--- config.mk ---
export PLATFORM = sky130hd
export DESIGN_NAME = tx_trig_ctl
export DESIGN_NICKNAME = d
export VERILOG_FILES = /design/src/rtl/tx_trig_pkg.sv /design/src/rtl/tx_trig_step.sv /design/src/rtl/tx_trig_irq_gate.sv /design/src/rtl/tx_trig_fsm.sv /design/src/rtl/tx_trig_ctl.sv
export SDC_FILE = /design/constraint.sdc
export NUM_CORES = 1
export LEC_CHECK = 0
export BUFFER_PORTS_ARGS = -buffer_cell sky130_fd_sc_hd__buf_4
export CAP_MARGIN = 20
export CORE_ASPECT_RATIO = 1.1
export CORE_MARGIN = 2
export CORE_UTILIZATION = 60
export CTS_CLUSTER_DIAMETER = 150
export DETAILED_ROUTE_END_ITERATION = 16
export GPL_TIMING_DRIVEN = 0
export PLACE_DENSITY = 0.83
export SLEW_MARGIN = 20
export SYNTH_ARGS = -nofsm -noshare
export SYNTH_HDL_FRONTEND = slang
export SYNTH_HIERARCHICAL = 1
export SYNTH_SLANG_ARGS = --single-unit
--- constraint.sdc ---
create_clock -name clk -period 3.7 [get_ports clk]
set_input_delay 0.37 -clock clk [delete_from_list [all_inputs] [get_ports clk]]
set_output_delay 0.37 -clock clk [all_outputs]
set_load 0.02 [all_outputs]
--- src/rtl/tx_trig_pkg.sv ---
package tx_trig_pkg;

   typedef enum logic [1:0] {
      ST_IDLE    = 2'd0,
      ST_MASK    = 2'd1,
      ST_RESTORE = 2'd2
   } trig_state_t;

endpackage

--- src/rtl/tx_trig_step.sv ---
module tx_trig_step #(
   parameter int THR_W   = 6,
   parameter int THR_MIN = 1,
   parameter int THR_MAX = 63
) (
   input  logic [THR_W-1:0] cur_lvl,
   input  logic             op_inc,
   output logic [THR_W-1:0] nxt_lvl,
   output logic             step_ok
);
   localparam logic [THR_W-1:0] MIN_V = THR_W'(THR_MIN);
   localparam logic [THR_W-1:0] MAX_V = THR_W'(THR_MAX);

   logic [THR_W-1:0] gap;
   logic [THR_W-1:0] up_step;
   logic [THR_W-1:0] up_lvl;
   logic [THR_W-1:0] dn_lvl;
   logic             up_ok;
   logic             dn_ok;

   always_comb begin
      gap     = MAX_V - cur_lvl;
      up_step = gap >> 1;
      up_lvl  = cur_lvl + up_step;
      up_ok   = (up_step != '0);
      dn_lvl  = cur_lvl - THR_W'(1);
      dn_ok   = (cur_lvl > MIN_V);
      nxt_lvl = op_inc ? up_lvl : dn_lvl;
      step_ok = op_inc ? up_ok : dn_ok;
   end

endmodule

--- src/rtl/tx_trig_irq_gate.sv ---
module tx_trig_irq_gate (
   input  logic clk,
   input  logic rst_n,
   input  logic gie_in,
   input  logic accept,
   input  logic finish,
   input  logic busy,
   output logic gie_out
);
   logic saved_q;

   always_ff @(posedge clk or negedge rst_n) begin
      if (!rst_n) begin
         gie_out <= 1'b0;
         saved_q <= 1'b0;
      end else if (accept) begin
         saved_q <= gie_out;
         gie_out <= 1'b0;
      end else if (finish) begin
         gie_out <= saved_q;
      end else if (!busy) begin
         gie_out <= gie_in;
      end
   end

endmodule

--- src/rtl/tx_trig_fsm.sv ---
module tx_trig_fsm
   import tx_trig_pkg::*;
(
   input  logic clk,
   input  logic rst_n,
   input  logic inc_req,
   input  logic dec_req,
   input  logic step_ok,
   output logic busy,
   output logic accept,
   output logic commit,
   output logic finish,
   output logic op_inc,
   output logic upd_ack,
   output logic upd_err
);
   trig_state_t state_q;
   logic        ok_q;

   always_comb begin
      accept = (state_q == ST_IDLE) && (inc_req || dec_req);
      commit = (state_q == ST_MASK);
      finish = (state_q == ST_RESTORE);
      busy   = (state_q != ST_IDLE);
   end

   always_ff @(posedge clk or negedge rst_n) begin
      if (!rst_n) begin
         state_q <= ST_IDLE;
         op_inc  <= 1'b0;
         ok_q    <= 1'b0;
         upd_ack <= 1'b0;
         upd_err <= 1'b0;
      end else begin
         upd_ack <= 1'b0;
         unique case (state_q)
            ST_IDLE: begin
               if (accept) begin
                  op_inc  <= inc_req;
                  state_q <= ST_MASK;
               end
            end
            ST_MASK: begin
               ok_q    <= step_ok;
               state_q <= ST_RESTORE;
            end
            ST_RESTORE: begin
               upd_ack <= 1'b1;
               upd_err <= !ok_q;
               state_q <= ST_IDLE;
            end
            default: state_q <= ST_IDLE;
         endcase
      end
   end

endmodule

--- src/rtl/tx_trig_ctl.sv ---
module tx_trig_ctl #(
   parameter int THR_W   = 6,
   parameter int THR_MIN = 1,
   parameter int THR_MAX = 63
) (
   input  logic             clk,
   input  logic             rst_n,
   input  logic             inc_req,
   input  logic             dec_req,
   input  logic             gie_in,
   output logic [THR_W-1:0] thr_lvl,
   output logic             upd_ack,
   output logic             upd_err,
   output logic             gie_out
);
   localparam logic [THR_W-1:0] RST_LVL = THR_W'(THR_MIN);

   if (THR_W < 2) begin : g_bad_width
      $error("tx_trig_ctl: THR_W must be at least 2");
   end
   if (THR_MIN < 0 || THR_MIN >= THR_MAX) begin : g_bad_range
      $error("tx_trig_ctl: THR_MIN must be below THR_MAX");
   end
   if (THR_MAX > (1 << THR_W) - 1) begin : g_bad_max
      $error("tx_trig_ctl: THR_MAX does not fit in THR_W bits");
   end

   logic             busy;
   logic             accept;
   logic             commit;
   logic             finish;
   logic             op_inc;
   logic             step_ok;
   logic [THR_W-1:0] nxt_lvl;

   tx_trig_step #(
      .THR_W   (THR_W),
      .THR_MIN (THR_MIN),
      .THR_MAX (THR_MAX)
   ) u_step (
      .cur_lvl (thr_lvl),
      .op_inc  (op_inc),
      .nxt_lvl (nxt_lvl),
      .step_ok (step_ok)
   );

   tx_trig_fsm u_fsm (
      .clk     (clk),
      .rst_n   (rst_n),
      .inc_req (inc_req),
      .dec_req (dec_req),
      .step_ok (step_ok),
      .busy    (busy),
      .accept  (accept),
      .commit  (commit),
      .finish  (finish),
      .op_inc  (op_inc),
      .upd_ack (upd_ack),
      .upd_err (upd_err)
   );

   tx_trig_irq_gate u_gate (
      .clk     (clk),
      .rst_n   (rst_n),
      .gie_in  (gie_in),
      .accept  (accept),
      .finish  (finish),
      .busy    (busy),
      .gie_out (gie_out)
   );

   always_ff @(posedge clk or negedge rst_n) begin
      if (!rst_n) begin
         thr_lvl <= RST_LVL;
      end else if (commit && step_ok) begin
         thr_lvl <= nxt_lvl;
      end
   end

endmodule

==> results_dict.tcl, run 1 <==
set metrics [dict create \
    postCtsSetupBuffers 0 \
    regArea_um2 352 \
    track_usage_pct 20.2 \
    synth_edf_count 0 \
    synth_nets 117 \
    yosysTopAreaCell "dfrtp_1" \
    final_layout_size_suffix_gt1_share_pct 29.6 \
    cts_tree "done" \
    grt_max_degree 15 \
    maxCapViolCount 0 \
    worst-setup-path-type "flop to flop" \
    synthArstFlopShare_pct 100 \
    yosys_register_bits 14 \
    path_clk_slew_ps 80 \
    mappedNetlistArea_um2 1040 \
    dpl.hpwl_um 1470 \
    worstPathArrival_ps 2390 \
    relSlewSlack_pct 82.6 \
    antenna_found_initial 0 \
    clock-sinks 14 \
    dieWidth_um 43.8 \
    finalCriticalPeriod_ps 2180 \
    synth_fa_ha_area_share_pct 18.7 \
    p_leak_uw 0.000609 \
    p_clk_share_pct 8.3 \
    hold_violations 0 \
    rsz0062_at_grt "false" \
    synth_cell_types 32 \
    numCtsBuffers 3 \
    clock-root-buffer "clkbuf_4" \
    synth_compound_area_share_pct 8.98 \
    wl_per_cell_um 13.8 \
    fillCellCount 106 \
    synth_top_area_share_pct 31.1 \
    n_antenna_cell 0 \
    synthMuxAreaShare_pct 14.6 \
    multiInputGateArea_um2 647 \
    ys.flop_type "dfrtp_1" \
    totalWireLength_um 1830 \
    p_sw_uw 546 \
    via_per_inst 5.34 \
    pwr-share-comb_pct 66.9 \
    clock_skew_ps 1.71 \
    final_nets 136 \
    die-area_um2 2090 \
    min-delay-start "dec_req" \
    die_h_um 47.8 \
    finalCritPeriodShare_pct 58.8 \
    cp-start-kind "flop" \
    seqPwrFrac_pct 24.8 \
    grt_pass1_wl_um 3010 \
    start_util_pct 65.5 \
    switching_share_pct 42.9 \
    core_area_um2 1600 \
    clk_path_buf_depth 2 \
    yosysMostFrequentCell "ha_1" \
    synth_area_leaders "dfrtp_1 31%, ha_1 17%, mux2_4 8.6%, xnor2_1 4.2%, inv_1 4.0%" \
    h-tree-depth 1 \
    cp.depth 8 \
    yosys-top-cells-count "14 x ha_1, 13 x dfrtp_1, 11 x inv_1, 6 x mux2_4" \
    gr-total-overflow 0 \
    firstDrtPassIters 4 \
    rr_startpoint "thr_lvl[1]" \
    port_buffers 13 \
    p_int_uw 728 \
    yosysWarningCount 6 \
    post-route-drc-count 0 \
    num_io_pins 14 \
    first_global_vias 713 \
    synthSimpleGateAreaFrac_pct 15.4 \
    syn_inst 97 \
    cp_slowest_cell "dfrtp_1" \
    rows 15 \
    crit_required_ps 3920 \
    path_max_fanout 6 \
    vias 705 \
    rrSetupSlack_ps 1520 \
    antenna_left 0 \
    areaGrowthSynthToFinish_pct 15.8 \
    crit_chain "inv_1 -> ha_1 -> fa_1 -> nand2b_1 -> a21oi_1 -> or3_1 -> a31oi_1 -> mux2_4" \
    startpoint "thr_lvl[1]" \
    powerDensity_nw_per_um2 1050 \
    status "complete, no violations" \
    synth_area_per_cell_um2 10.8 \
    hp-class "primary input to flop" \
    max_stage_delay_ps 480 \
    critical_path.top_delay_family "adder cells" \
    fmax_mhz 459 \
    peakVddDrop_mv 0.622 \
    setup.worst_path.end "thr_lvl[4]" \
    r2r_cells 8 \
    ys_seq_area_share_pct 33.7 \
    fin_util_pct 75.8 \
    synth_xor_area_share_pct 4.19 \
    tightest_slew_ps 257 \
    clock_latency_ps 270 \
    cp_num_buf_inv 1 \
    final_max_slew_viol_count 0 \
    setup_viol 0 \
    setup_tns_ps 0 \
    r2r_end "thr_lvl[4]" \
    finalWeightedCongestion 0.798 \
    synth_top_family_by_area "adder cells" \
    drt-initial-drc-count 7 \
    end_kind "flop" \
]
kinds of logic (layout without fill, tap and decap cells):
group           count (synthesis)  count (layout)
simple gates                   26              26
buf+inv                        12              30
flops                          14              14
mux                            12              12
xor+xnor                        5               5
compound gates                 13              13
fa+ha+maj                      15              15
placed cells by master (no fill, tap or decap):
master	synthesis	final
ha_1	14	14
dfstp_2	1	1
a211oi_2	1	1
nand2b_1	1	1
mux2_2	2	2
o21a_1	1	1
nor2b_1	3	3
o31ai_2	1	1
or3_1	1	1
a21oi_1	2	2
and2b_2	2	2
nand2_1	5	5
clkbuf_4	0	3
dlygate4sd3_1	0	1
buf_4	0	13
clkbuf_8	0	1
nor3b_1	2	2
a32oi_1	1	1
mux2i_1	4	4
nand4_1	1	1
nand3_1	1	1
o22ai_1	1	1
nor2b_4	1	1
o311ai_1	1	1
o21ai_0	3	3
inv_1	11	11
buf_2	1	1
a31oi_1	2	2
mux2_4	6	6
xnor2_1	5	5
or2_4	1	1
dfrtp_1	13	13
nand2_4	1	1
fa_1	1	1
nor2_1	5	5
or2b_1	2	2
layer usage:
layer  part of all wire [%]  GRT usage [%]  vias up
met3                    2.7           2.26        2
li1                       -              -      364
met1                     44           22.2      324
met5                      0              0        -
met2                     52           37.9       15
met4                    1.5           12.1        0
final cells by class:
cell class                 instances  area share [%]
multi-input combinational         71            53.5
sequential                        14            29.1
timing repair buffer              14            8.89
inverter                          11            3.41
clock buffer                       4            3.00
tap                               17            1.76
buffer                             1           0.414
timing repair:
item / 4_1_cts / 5_1_grt
setup endpoints to repair: 0 / 0
hold buffers: 1 / 0
resized for setup: 0 / 0
hold endpoints to repair: 13 / 0
registers in the layout, summed over array words and instances, names as in the netlist:
signal,count
u_gate/saved_q,1
u_fsm/upd_err,1
thr_lvl,6
u_fsm/upd_ack,1
u_fsm/state_q,2
u_fsm/op_inc,1
u_gate/gie_out,1
u_fsm/ok_q,1
power groups by stage:
stage | Sequential, uW | Clock (uW) | Combinational (uW)
after CTS | 317 | 109 | 858
final | 316 | 106 | 852
after floorplan | 354 | 0 | 613
after global placement | 315 | 0 | 819
after detailed placement | 318 | 0 | 855
after global routing | 332 | 115 | 937
worst min-delay path, delay by kind of cell:
| family | cells | cell delay [ps] |
|---|---|---|
| and+or+nand+nor | 2 | 130 |
| buffers and inverters | 1 | 80 |
through the flow:
step	instance area, um2	power (uW)	setup slack [ps]	cells	hold slack, ps
2_1_floorplan	1040	967	1610	97	74.4
3_3_place_gp	1160	1130	1560	127	223
3_5_place_dp	1160	1170	1530	127	225
4_1_cts	1210	1280	1490	132	351
5_1_grt	1210	1380	1340	132	371
6_report	1210	1270	1520	132	355
how the worst min path moves through the flow:
stage                             endpoint  slack [ps]  cells after the start
after floorplan                 thr_lvl[1]          70                      0
after global placement       u_fsm/upd_ack         220                      1
after detailed placement     u_fsm/upd_ack         230                      1
after CTS                 u_fsm/state_q[0]         350                      3
after global routing      u_fsm/state_q[0]         370                      3
final                     u_fsm/state_q[0]         350                      3
Note: power is estimated with default switching activity, not from simulation.
==> run 2: changes to the inputs <==
- CORE_UTILIZATION: 60 -> 56
- PLACE_DENSITY: 0.83 -> 0.78
- clock period: 3.7 -> 2.3 ns (I/O delays scaled with it)
==> run 2 against run 1 <==
Against the previous run: critical endpoint unchanged; design area rose by 0.21%; critical path depth is the same; global-route usage shrank 1.8 points; clock skew is 2.3 ps higher; cell count rose by 0.76%; sequential power increased by 63%; fmax rose by 4.6%; clock-buffer cell count is the same; worst hold slack got worse by 160 ps; die area rose by 6.5%; via count up 2.7%; sequential share of layout area about the same.
==> results_dict.tcl, run 2 (synthesis gave the netlist of run 1 again) <==
set metrics [dict create \
    status "complete, no violations" \
    setup_tns_ps 0 \
    grt_pass1_wl_um 3080 \
    rsz0062_at_grt "false" \
    startpoint "thr_lvl[1]" \
    largest_reg_flops 6 \
    start_util_pct 59.3 \
    drt-initial-drc-count 1 \
    h-tree-depth 1 \
    path_max_fanout 6 \
    powerDensity_nw_per_um2 1680 \
    rows 16 \
    final_common_cell "ha_1" \
    fmax_mhz 480 \
    core_area_um2 1760 \
    finalCritPeriodShare_pct 90.5 \
    track_usage_pct 18.5 \
    n_antenna_cell 0 \
    crit_chain "inv_1 -> ha_1 -> fa_1 -> nand2b_1 -> a21oi_1 -> or3_1 -> a31oi_1 -> mux2_4" \
    totalWireLength_um 1810 \
    cts_tree "done" \
    path_clk_slew_ps 80 \
    crit_required_ps 2520 \
    final_cell_mix "14 x ha_1, 13 x buf_4, 12 x dfrtp_1, 11 x inv_1, 6 x mux2_4" \
    max_stage_delay_ps 450 \
    clock-root-buffer "clkbuf_4" \
    areaGrowthSynthToFinish_pct 16.0 \
    holdPathStages 3 \
    tightest_slew_ps 271 \
    grt_max_degree 15 \
    final_layout_size_suffix_gt1_share_pct 30.4 \
    final_max_slew_viol_count 0 \
    r2r_cells 8 \
    antenna_found_initial 0 \
    final_nets 136 \
    dpl.hpwl_um 1430 \
    peakVddDrop_mv 0.998 \
    clk_path_buf_depth 2 \
    regMostFlops "thr_lvl" \
    fillCellCount 142 \
    instances_no_fill 133 \
    hold_violations 0 \
    dieWidth_um 45.2 \
    via_per_inst 5.44 \
    gr-total-overflow 0 \
    rrSetupSlack_ps 220 \
    clock_latency_ps 270 \
    p_total_uw 2040 \
    numCtsBuffers 3 \
    r2r_end "thr_lvl[4]" \
    die_h_um 49.3 \
    maxCapViolCount 0 \
    die-area_um2 2230 \
    hold_slack_ps 198 \
    firstDrtPassIters 2 \
    finalCriticalPeriod_ps 2080 \
    worst-setup-path-type "flop to flop" \
    clock-sinks 14 \
    wl_per_cell_um 13.6 \
    port_buffers 13 \
    cp_slowest_cell "dfrtp_2" \
    min-delay-start "inc_req" \
    relSlewSlack_pct 81.7 \
    p_leak_uw 0.000608 \
    worstPathArrival_ps 2300 \
    rr_startpoint "thr_lvl[1]" \
    post-route-drc-count 0 \
    placed_cells 128 \
    vias 724 \
    antenna_left 0 \
    reg_top3 "thr_lvl: 6 flops, u_fsm/state_q: 2 flops" \
    setup_viol 0 \
    hp-class "primary input to flop" \
    worstHoldEndpoint "u_fsm/state_q[0]" \
    num_io_pins 14 \
    end_kind "flop" \
    clock_skew_ps 3.98 \
    finalWeightedCongestion 0.790 \
    first_global_vias 742 \
    cp-start-kind "flop" \
]
-- run 2: layout make-up --
type	instances	area [um2]	share of cell area, %
Sequential cell	14	353	29.1
Multi-Input combinational cell	71	647	53.4
Clock buffer	4	36.3	2.99
Timing Repair Buffer	14	108	8.88
Tap cell	18	22.5	1.86
Inverter	11	41.3	3.41
Buffer	1	5.00	0.413
-- run 2: worst max-delay path, delay by kind of cell, from the launching register on --
kind | cells | cell delay [ps]
multiplexers | 1 | 160
adder cells (fa/ha/maj) | 2 | 630
AO/OA/AOI/OAI | 2 | 260
flip-flops | 1 | 450
AND/OR/NAND/NOR | 2 | 430
buffers and inverters | 1 | 110
-- run 2: how the worst max path moves through the flow --
stage	endpoint	slack (ps)	cells past startpoint
2_1_floorplan	thr_lvl[4]	210	8
3_3_place_gp	thr_lvl[4]	160	8
3_5_place_dp	thr_lvl[4]	120	8
4_1_cts	thr_lvl[4]	100	8
5_1_grt	thr_lvl[4]	60	8
6_report	thr_lvl[4]	220	8
-- run 2: through the flow --
stage               util (%)  cell area [um2]  setup WS [ps]
global placement        66.1             1160            160
floorplan                  -             1040            212
global route            68.8             1210           56.0
finish                  68.8             1210            218
CTS                     68.8             1210           96.4
detailed placement      66.1             1160            123
-- run 2: power by group --
group          switching [uW]  internal, uW
clock network            76.6          96.1
logic                     646           705
registers                 145           369
total                     868          1170
-- run 2: timing repair --
item | 4_1_cts | 5_1_grt
gates resized for setup | 0 | 1
buffers inserted | 0 | 0
endpoints found under the setup margin | 0 | 1
endpoints found under the hold margin | 13 | 0
hold buffers | 1 | 0
-- run 2: per-layer routing --
layer  wire length, um  vias to the layer above  global-route usage, %
met1               785                      346                   21.3
met3                43                        2                   2.22
met5                 0                        -                      0
met4                17                        0                   7.35
li1                  -                      365                      -
met2               966                       11                   32.9
